--- src/rtl/lfb_pkg.sv ---
package lfb_pkg;

  typedef enum logic [1:0] {
    ST_IDLE  = 2'd0,
    ST_FILL  = 2'd1,
    ST_WRITE = 2'd2
  } fill_state_e;

  // Chunk index that arrives on a given beat of a wrapped fill.
  function automatic int unsigned wrap_chunk(input int unsigned crit,
                                             input int unsigned beat);
    return crit ^ beat;
  endfunction

  // Chunk index that holds a byte offset within the line.
  function automatic int unsigned chunk_of(input int unsigned offset,
                                           input int unsigned lane_bits);
    return offset >> lane_bits;
  endfunction

endpackage

--- src/rtl/lfb_seq.sv ---
module lfb_seq #(
  parameter int BEATS   = 4,
  parameter int LINE_AW = 27,
  localparam int CHUNK_W = $clog2(BEATS)
) (
  input  logic               clk,
  input  logic               rst_n,
  input  logic               miss_valid,
  input  logic [LINE_AW-1:0] miss_line,
  input  logic [CHUNK_W-1:0] miss_chunk,
  input  logic               beat_valid,
  output logic               busy,
  output logic               accept,
  output logic               bus_req_valid,
  output logic               beat_take,
  output logic               first_beat,
  output logic [CHUNK_W-1:0] beat_slot,
  output logic               line_we,
  output logic [LINE_AW-1:0] cur_line,
  output logic [CHUNK_W-1:0] cur_crit
);
  import lfb_pkg::*;

  localparam logic [CHUNK_W-1:0] LAST_BEAT = CHUNK_W'(BEATS - 1);

  fill_state_e        state_q;
  logic [CHUNK_W-1:0] cnt_q;
  logic [CHUNK_W-1:0] crit_q;
  logic [LINE_AW-1:0] line_q;
  logic               req_q;

  assign accept     = miss_valid && (state_q == ST_IDLE);
  assign beat_take  = beat_valid && (state_q == ST_FILL);
  assign first_beat = beat_take && (cnt_q == '0);
  assign beat_slot  = CHUNK_W'(wrap_chunk(32'(crit_q), 32'(cnt_q)));
  assign line_we    = (state_q == ST_WRITE);
  assign busy       = (state_q != ST_IDLE);
  assign bus_req_valid = req_q;
  assign cur_line   = line_q;
  assign cur_crit   = crit_q;

  always_ff @(posedge clk or negedge rst_n) begin
    if (!rst_n) begin
      state_q <= ST_IDLE;
      cnt_q   <= '0;
      crit_q  <= '0;
      line_q  <= '0;
      req_q   <= 1'b0;
    end else begin
      req_q <= accept;
      case (state_q)
        ST_IDLE: begin
          if (miss_valid) begin
            state_q <= ST_FILL;
            cnt_q   <= '0;
            crit_q  <= miss_chunk;
            line_q  <= miss_line;
          end
        end
        ST_FILL: begin
          if (beat_valid) begin
            cnt_q <= cnt_q + CHUNK_W'(1);
            if (cnt_q == LAST_BEAT) state_q <= ST_WRITE;
          end
        end
        ST_WRITE: state_q <= ST_IDLE;
        default:  state_q <= ST_IDLE;
      endcase
    end
  end


  req_single_chk: assert property (@(posedge clk) disable iff (!rst_n)
    bus_req_valid |=> !bus_req_valid);


  line_we_pulse_chk: assert property (@(posedge clk) disable iff (!rst_n)
    line_we |=> !line_we);


  release_after_write_chk: assert property (@(posedge clk) disable iff (!rst_n)
    line_we |=> !busy);

endmodule

--- src/rtl/lfb_store.sv ---
module lfb_store #(
  parameter int BEATS = 4,
  parameter int BUS_W = 64,
  localparam int CHUNK_W = $clog2(BEATS),
  localparam int LINE_W  = BEATS * BUS_W
) (
  input  logic               clk,
  input  logic               rst_n,
  input  logic               fill_start,
  input  logic               wr_en,
  input  logic [CHUNK_W-1:0] wr_slot,
  input  logic [BUS_W-1:0]   wr_data,
  input  logic               commit,
  output logic [LINE_W-1:0]  line_data
);

  logic [BEATS-1:0] slot_we;
  logic [BEATS-1:0] written_q;

  for (genvar s = 0; s < BEATS; s++) begin : g_slot
    logic [BUS_W-1:0] slot_q;
    assign slot_we[s] = wr_en && (wr_slot == CHUNK_W'(s));
    always_ff @(posedge clk) begin
      if (slot_we[s]) slot_q <= wr_data;
    end
    assign line_data[s*BUS_W +: BUS_W] = slot_q;
  end

  // Tracks which slots the current fill has filled.
  always_ff @(posedge clk or negedge rst_n) begin
    if (!rst_n)          written_q <= '0;
    else if (fill_start) written_q <= '0;
    else                 written_q <= written_q | slot_we;
  end


  no_rewrite_chk: assert property (@(posedge clk) disable iff (!rst_n)
    wr_en |-> ((slot_we & written_q) == '0));


  full_on_commit_chk: assert property (@(posedge clk) disable iff (!rst_n)
    commit |-> (&written_q));

endmodule

--- src/rtl/lfb_early.sv ---
module lfb_early #(
  parameter int BUS_W   = 64,
  parameter int CHUNK_W = 2
) (
  input  logic               clk,
  input  logic               rst_n,
  input  logic               first_beat,
  input  logic [BUS_W-1:0]   beat_data,
  input  logic [CHUNK_W-1:0] beat_slot,
  output logic               early_valid,
  output logic [BUS_W-1:0]   early_data,
  output logic [CHUNK_W-1:0] early_chunk
);

  always_ff @(posedge clk or negedge rst_n) begin
    if (!rst_n) begin
      early_valid <= 1'b0;
      early_data  <= '0;
      early_chunk <= '0;
    end else begin
      early_valid <= first_beat;
      if (first_beat) begin
        early_data  <= beat_data;
        early_chunk <= beat_slot;
      end
    end
  end


  early_one_pulse_chk: assert property (@(posedge clk) disable iff (!rst_n)
    early_valid |=> !early_valid);

endmodule

--- src/rtl/line_fill_cwf.sv ---
module line_fill_cwf #(
  parameter int LINE_BYTES = 32,
  parameter int BUS_BYTES  = 8,
  parameter int ADDR_W     = 32,
  localparam int BEATS   = LINE_BYTES / BUS_BYTES,
  localparam int BUS_W   = 8 * BUS_BYTES,
  localparam int LINE_W  = 8 * LINE_BYTES,
  localparam int OFF_W   = $clog2(LINE_BYTES),
  localparam int LANE_W  = $clog2(BUS_BYTES),
  localparam int CHUNK_W = OFF_W - LANE_W,
  localparam int LINE_AW = ADDR_W - OFF_W
) (
  input  logic               clk,
  input  logic               rst_n,
  input  logic               miss_valid,
  input  logic [LINE_AW-1:0] miss_line,
  input  logic [OFF_W-1:0]   miss_offset,
  output logic               miss_busy,
  output logic               bus_req_valid,
  output logic [ADDR_W-1:0]  bus_req_addr,
  input  logic               beat_valid,
  input  logic [BUS_W-1:0]   beat_data,
  output logic               early_valid,
  output logic [BUS_W-1:0]   early_data,
  output logic [CHUNK_W-1:0] early_chunk,
  output logic               line_we,
  output logic [LINE_AW-1:0] line_addr,
  output logic [LINE_W-1:0]  line_data
);
  import lfb_pkg::*;

  logic [CHUNK_W-1:0] miss_chunk;
  logic               accept;
  logic               beat_take;
  logic               first_beat;
  logic [CHUNK_W-1:0] beat_slot;
  logic [CHUNK_W-1:0] cur_crit;

  assign miss_chunk = CHUNK_W'(chunk_of(32'(miss_offset), LANE_W));

  lfb_seq #(.BEATS(BEATS), .LINE_AW(LINE_AW)) u_seq (
    .clk          (clk),
    .rst_n        (rst_n),
    .miss_valid   (miss_valid),
    .miss_line    (miss_line),
    .miss_chunk   (miss_chunk),
    .beat_valid   (beat_valid),
    .busy         (miss_busy),
    .accept       (accept),
    .bus_req_valid(bus_req_valid),
    .beat_take    (beat_take),
    .first_beat   (first_beat),
    .beat_slot    (beat_slot),
    .line_we      (line_we),
    .cur_line     (line_addr),
    .cur_crit     (cur_crit)
  );

  assign bus_req_addr = {line_addr, cur_crit, LANE_W'(0)};

  lfb_store #(.BEATS(BEATS), .BUS_W(BUS_W)) u_store (
    .clk       (clk),
    .rst_n     (rst_n),
    .fill_start(accept),
    .wr_en     (beat_take),
    .wr_slot   (beat_slot),
    .wr_data   (beat_data),
    .commit    (line_we),
    .line_data (line_data)
  );

  lfb_early #(.BUS_W(BUS_W), .CHUNK_W(CHUNK_W)) u_early (
    .clk        (clk),
    .rst_n      (rst_n),
    .first_beat (first_beat),
    .beat_data  (beat_data),
    .beat_slot  (beat_slot),
    .early_valid(early_valid),
    .early_data (early_data),
    .early_chunk(early_chunk)
  );


  early_in_fill_chk: assert property (@(posedge clk) disable iff (!rst_n)
    early_valid |-> miss_busy);


  write_in_fill_chk: assert property (@(posedge clk) disable iff (!rst_n)
    line_we |-> (miss_busy && !early_valid));

endmodule

--- config.mk ---
export PLATFORM = sky130hd
export DESIGN_NAME = line_fill_cwf
export DESIGN_NICKNAME = d
export VERILOG_FILES = /design/src/rtl/lfb_pkg.sv /design/src/rtl/lfb_seq.sv /design/src/rtl/lfb_store.sv /design/src/rtl/lfb_early.sv /design/src/rtl/line_fill_cwf.sv
export SDC_FILE = /design/constraint.sdc
export NUM_CORES = 1
export LEC_CHECK = 0
export BUFFER_PORTS_ARGS = -buffer_cell sky130_fd_sc_hd__buf_2
export CAP_MARGIN = 5
export CORE_AREA = 2 2 187 189
export CTS_CLUSTER_SIZE = 12
export DETAILED_ROUTE_END_ITERATION = 7
export DIE_AREA = 0 0 189 191
export SLEW_MARGIN = 5
export SYNTH_ARGS = -nofsm -noshare
export SYNTH_HDL_FRONTEND = slang
export SYNTH_HIERARCHICAL = 1
export SYNTH_SLANG_ARGS = --single-unit
--- constraint.sdc ---
create_clock -name clk -period 4.15 [get_ports clk]
set_input_delay 0.6225 -clock clk [delete_from_list [all_inputs] [get_ports clk]]
set_output_delay 0.6225 -clock clk [all_outputs]
set_load 0.02 [all_outputs]
==> impl_metrics.env <==
export IMPL_fin_worst_skew_ns=0.0189
export IMPL_placed_cells_incl_taps=1426
export IMPL_r2r_slack_ns=1.72
export IMPL_synth_edff_count=256
export IMPL_critical_path_max_stage_delay_ns=0.67
export IMPL_cts_buffer_depth=3
export IMPL_grt_max_degree=65
export IMPL_critical_path_reg2reg_startpoint="u_seq/cnt_q[0]"
export IMPL_grtUsageMet2=0.262
export IMPL_drive_gt1_frac=0.618
export IMPL_vdd_ir_drop_max_v=0.000595
export IMPL_worst_setup_path_startpoint="u_seq/cnt_q[0]"
export IMPL_crit_family="simple AND/OR/NAND/NOR gates"
export IMPL_grtUsageMet3=0.0408
export IMPL_initial_drt_markers=283
export IMPL_detail_route_vias_per_cell=4.36
export IMPL_hpwl_um=19400
export IMPL_largest_cells_by_area_after_synthesis="sky130_fd_sc_hd__edfxtp_1 (64%), sky130_fd_sc_hd__dfrtp_1 (21%), sky130_fd_sc_hd__mux2_2 (5.1%)"
export IMPL_syn_inst=518
export IMPL_cts_setup_buffers=0
export IMPL_cts_sinks=357
export IMPL_kind_of_capture_point_of_the_worst_setup_path="register"
export IMPL_post_synth_num_cell_types=25
export IMPL_grt_busiest_layer="met2"
export IMPL_die_span_x_um=189
export IMPL_fin_crit_sh=0.587
export IMPL_drv_cap=0
export IMPL_syn_avg_cell_area_um2=23.1
export IMPL_max_stage_delay_cell_worst_path="sky130_fd_sc_hd__and3b_4"
export IMPL_yosysTopAreaCell="sky130_fd_sc_hd__edfxtp_1"
export IMPL_drt_antenna_violating_nets=0
export IMPL_clkSlewWorstSetupHoldPaths_ns=0.06
export IMPL_drc_violation_count_after_routing=0
export IMPL_outcome="complete, no violations"
export IMPL_synthTopCellsByCount="sky130_fd_sc_hd__edfxtp_1 (256), sky130_fd_sc_hd__dfrtp_1 (101), sky130_fd_sc_hd__mux2_2 (54)"
export IMPL_drv_slew=0
export IMPL_netlist_area_um2=12000
export IMPL_cts_resized=0
export IMPL_core_area_um2=34100
export IMPL_critical_path_startpoint_type="register"
export IMPL_layoutNonFillerInstCount=1495
export IMPL_wire_length_reported_by_the_detailed_router_um=28500
export IMPL_power_per_cell_area_nw_per_um2=850
export IMPL_fmax_mhz=411
export IMPL_grt_pass1_vias=6490
export IMPL_final_hold_violation_count=0
export IMPL_cts_hold_repair_buffers=0
export IMPL_critical_path_buf_inv_count=1
export IMPL_synthesis_yosys_warnings=6
export IMPL_synth_flop_cell="sky130_fd_sc_hd__edfxtp_1"
export IMPL_critical_path_cell_chain="xor2_1 > and3b_4 > buf_4"
export IMPL_finalCriticalPeriod_ns=2.43
export IMPL_max_slew_margin=0.245
export IMPL_route_detailed_wl_per_inst_um=19.0
export IMPL_fin_nets=1113
export IMPL_dieArea_um2=36100
export IMPL_post_synth_top_count_cell="sky130_fd_sc_hd__edfxtp_1"
export IMPL_dr_total_vias=6519
export IMPL_cts_tree="done"
export IMPL_final_core_utilization=0.466
export IMPL_placement_io_buffers=478
export IMPL_area_delta_synth_final_pct=32.8
export IMPL_worstPathRequired_ns=4.31
export IMPL_cts_htree_levels=2
export IMPL_grt_first_pass_wirelength_um=41200
export IMPL_report_final_setup_viol=0
export IMPL_globalRouteOverflowTotal=0
export IMPL_worstSetupPathDepth=3
export IMPL_grt_use_total=0.152
export IMPL_dpl_instance_area_um2=14800
export IMPL_clk_lat_worst_skew_ns=0.52
export IMPL_fraction_of_the_yosys_area_taken_by_sequential_cells=0.852
export IMPL_numCtsBuffers=38
export IMPL_totalNegativeSetupSlack_ns=0
export IMPL_leakage_nw=6.68
export IMPL_cts_root_buffer_cell="sky130_fd_sc_hd__clkbuf_16"
export IMPL_rsz0062_at_grt="false"
export IMPL_fin_hold_ws_ns=0.205
export IMPL_cp_max_fo=32
export IMPL_drtPass1Iterations=4
export IMPL_worstPathArrival_ns=2.59
export IMPL_worst_r2r_cell_count=3
export IMPL_start_util=0.351
export IMPL_path_type_of_the_worst_setup_path="reg -> reg"
export IMPL_synth_top_cell_area_share=0.641
export IMPL_capture_point_of_the_critical_path="u_store/g_slot[1].slot_q[39]"
export IMPL_pin_count=485
export IMPL_async_reset_ff_frac=0.283
export IMPL_floorplan_rows=68
export IMPL_r2r_end="u_store/g_slot[1].slot_q[39]"
export IMPL_antenna_diode_count=0
export IMPL_finish_instance_area_um2=15900
export IMPL_die_h_um=191
export IMPL_min_delay_path_class="in -> async"
export IMPL_antenna_violations_before_repair=0
export IMPL_place_gp_congestion=0.770
export IMPL_groute_layer_met1_usage=0.182
export IMPL_ys_seq_elements=357
export IMPL_max_slew_worst_pin_slew_ns=1.13
[flip-flops by register name, summed over array words and instances (netlist names)]
name                   cells
u_store/g_slot.slot_q    256
u_seq/cnt_q                2
u_early/early_valid        1
u_seq/state_q              2
u_seq/bus_req_valid        1
u_seq/cur_crit             2
u_seq/cur_line            27
u_early/early_data        64
u_early/early_chunk        2
[worst reg2reg max path: stages (launching register included)]
cell,delay (ns)
sky130_fd_sc_hd__dfrtp_1,0.45
sky130_fd_sc_hd__xor2_1,0.43
sky130_fd_sc_hd__and3b_4,0.67
sky130_fd_sc_hd__buf_4,0.51
[cells in the final DEF, fill, tap and decap left out, drive strengths merged, types with 2 or more instances in the layout]
master,instances
buf,492
edfxtp,256
dfrtp,101
mux2,95
clkbuf,61
clkinv,5
and3b,5
conb,3
inv,3
clkinvlp,2
xor2,2
nor3b,2
a211o,2
and4b,2
ha,2
[area by class of cell]
class / instances / area [µm²]
Sequential cell: 357 / 10200
Clock inverter: 8 / 46.3
Tap cell: 455 / 569
Clock buffer: 61 / 1090
Fill cell: 2963 / 18200
Timing Repair Buffer: 492 / 2520
Inverter: 2 / 7.51
Multi-Input combinational cell: 120 / 1460
[where the power goes]
part | leakage [nW] | switching, W | internal (W)
combinational | 2.60 | 0.00312 | 0.00165
sequential | 3.54 | 0.000459 | 0.00524
clock | 0.544 | 0.00127 | 0.00180
[per-layer routing]
metal / wire (µm) / up-vias
li1: - / 2920
met1: 11000 / 3205
met2: 14400 / 337
met3: 2200 / 57
met4: 859 / 0
met5: 0 / -
[cell families after synthesis]
group / after synthesis / share of synthesized area
flops: 357 / 0.852
mux: 95 / 0.102
buf+inv: 43 / 0.0282
simple gates: 14 / 0.0113
compound gates: 4 / 0.00261
fa+ha+maj: 2 / 0.00209
xor+xnor: 2 / 0.00146
other cells: 1 / 0.000313
[worst min path at each step]
stage                           start                      to  depth (start not counted)
3_5_place_dp   u_early/early_data[40]  u_early/early_data[40]                          1
5_1_grt                         rst_n      u_seq/cur_line[16]                          1
2_1_floorplan                   rst_n  u_early/early_chunk[0]                          0
6_report                        rst_n      u_seq/cur_line[16]                          1
4_1_cts                         rst_n      u_seq/cur_line[16]                          1
3_3_place_gp    u_early/early_data[1]   u_early/early_data[1]                          1
[stage by stage]
stage | total power, W | worst slack (ns)
final | 0.0135 | 1.72
after global routing | 0.0142 | 1.51
after CTS | 0.0137 | 1.66
after detailed placement | 0.0106 | 1.60
after global placement | 0.0105 | 1.63
after floorplan | 0.00888 | 0.360
Note: power is estimated with default switching activity, not from simulation.
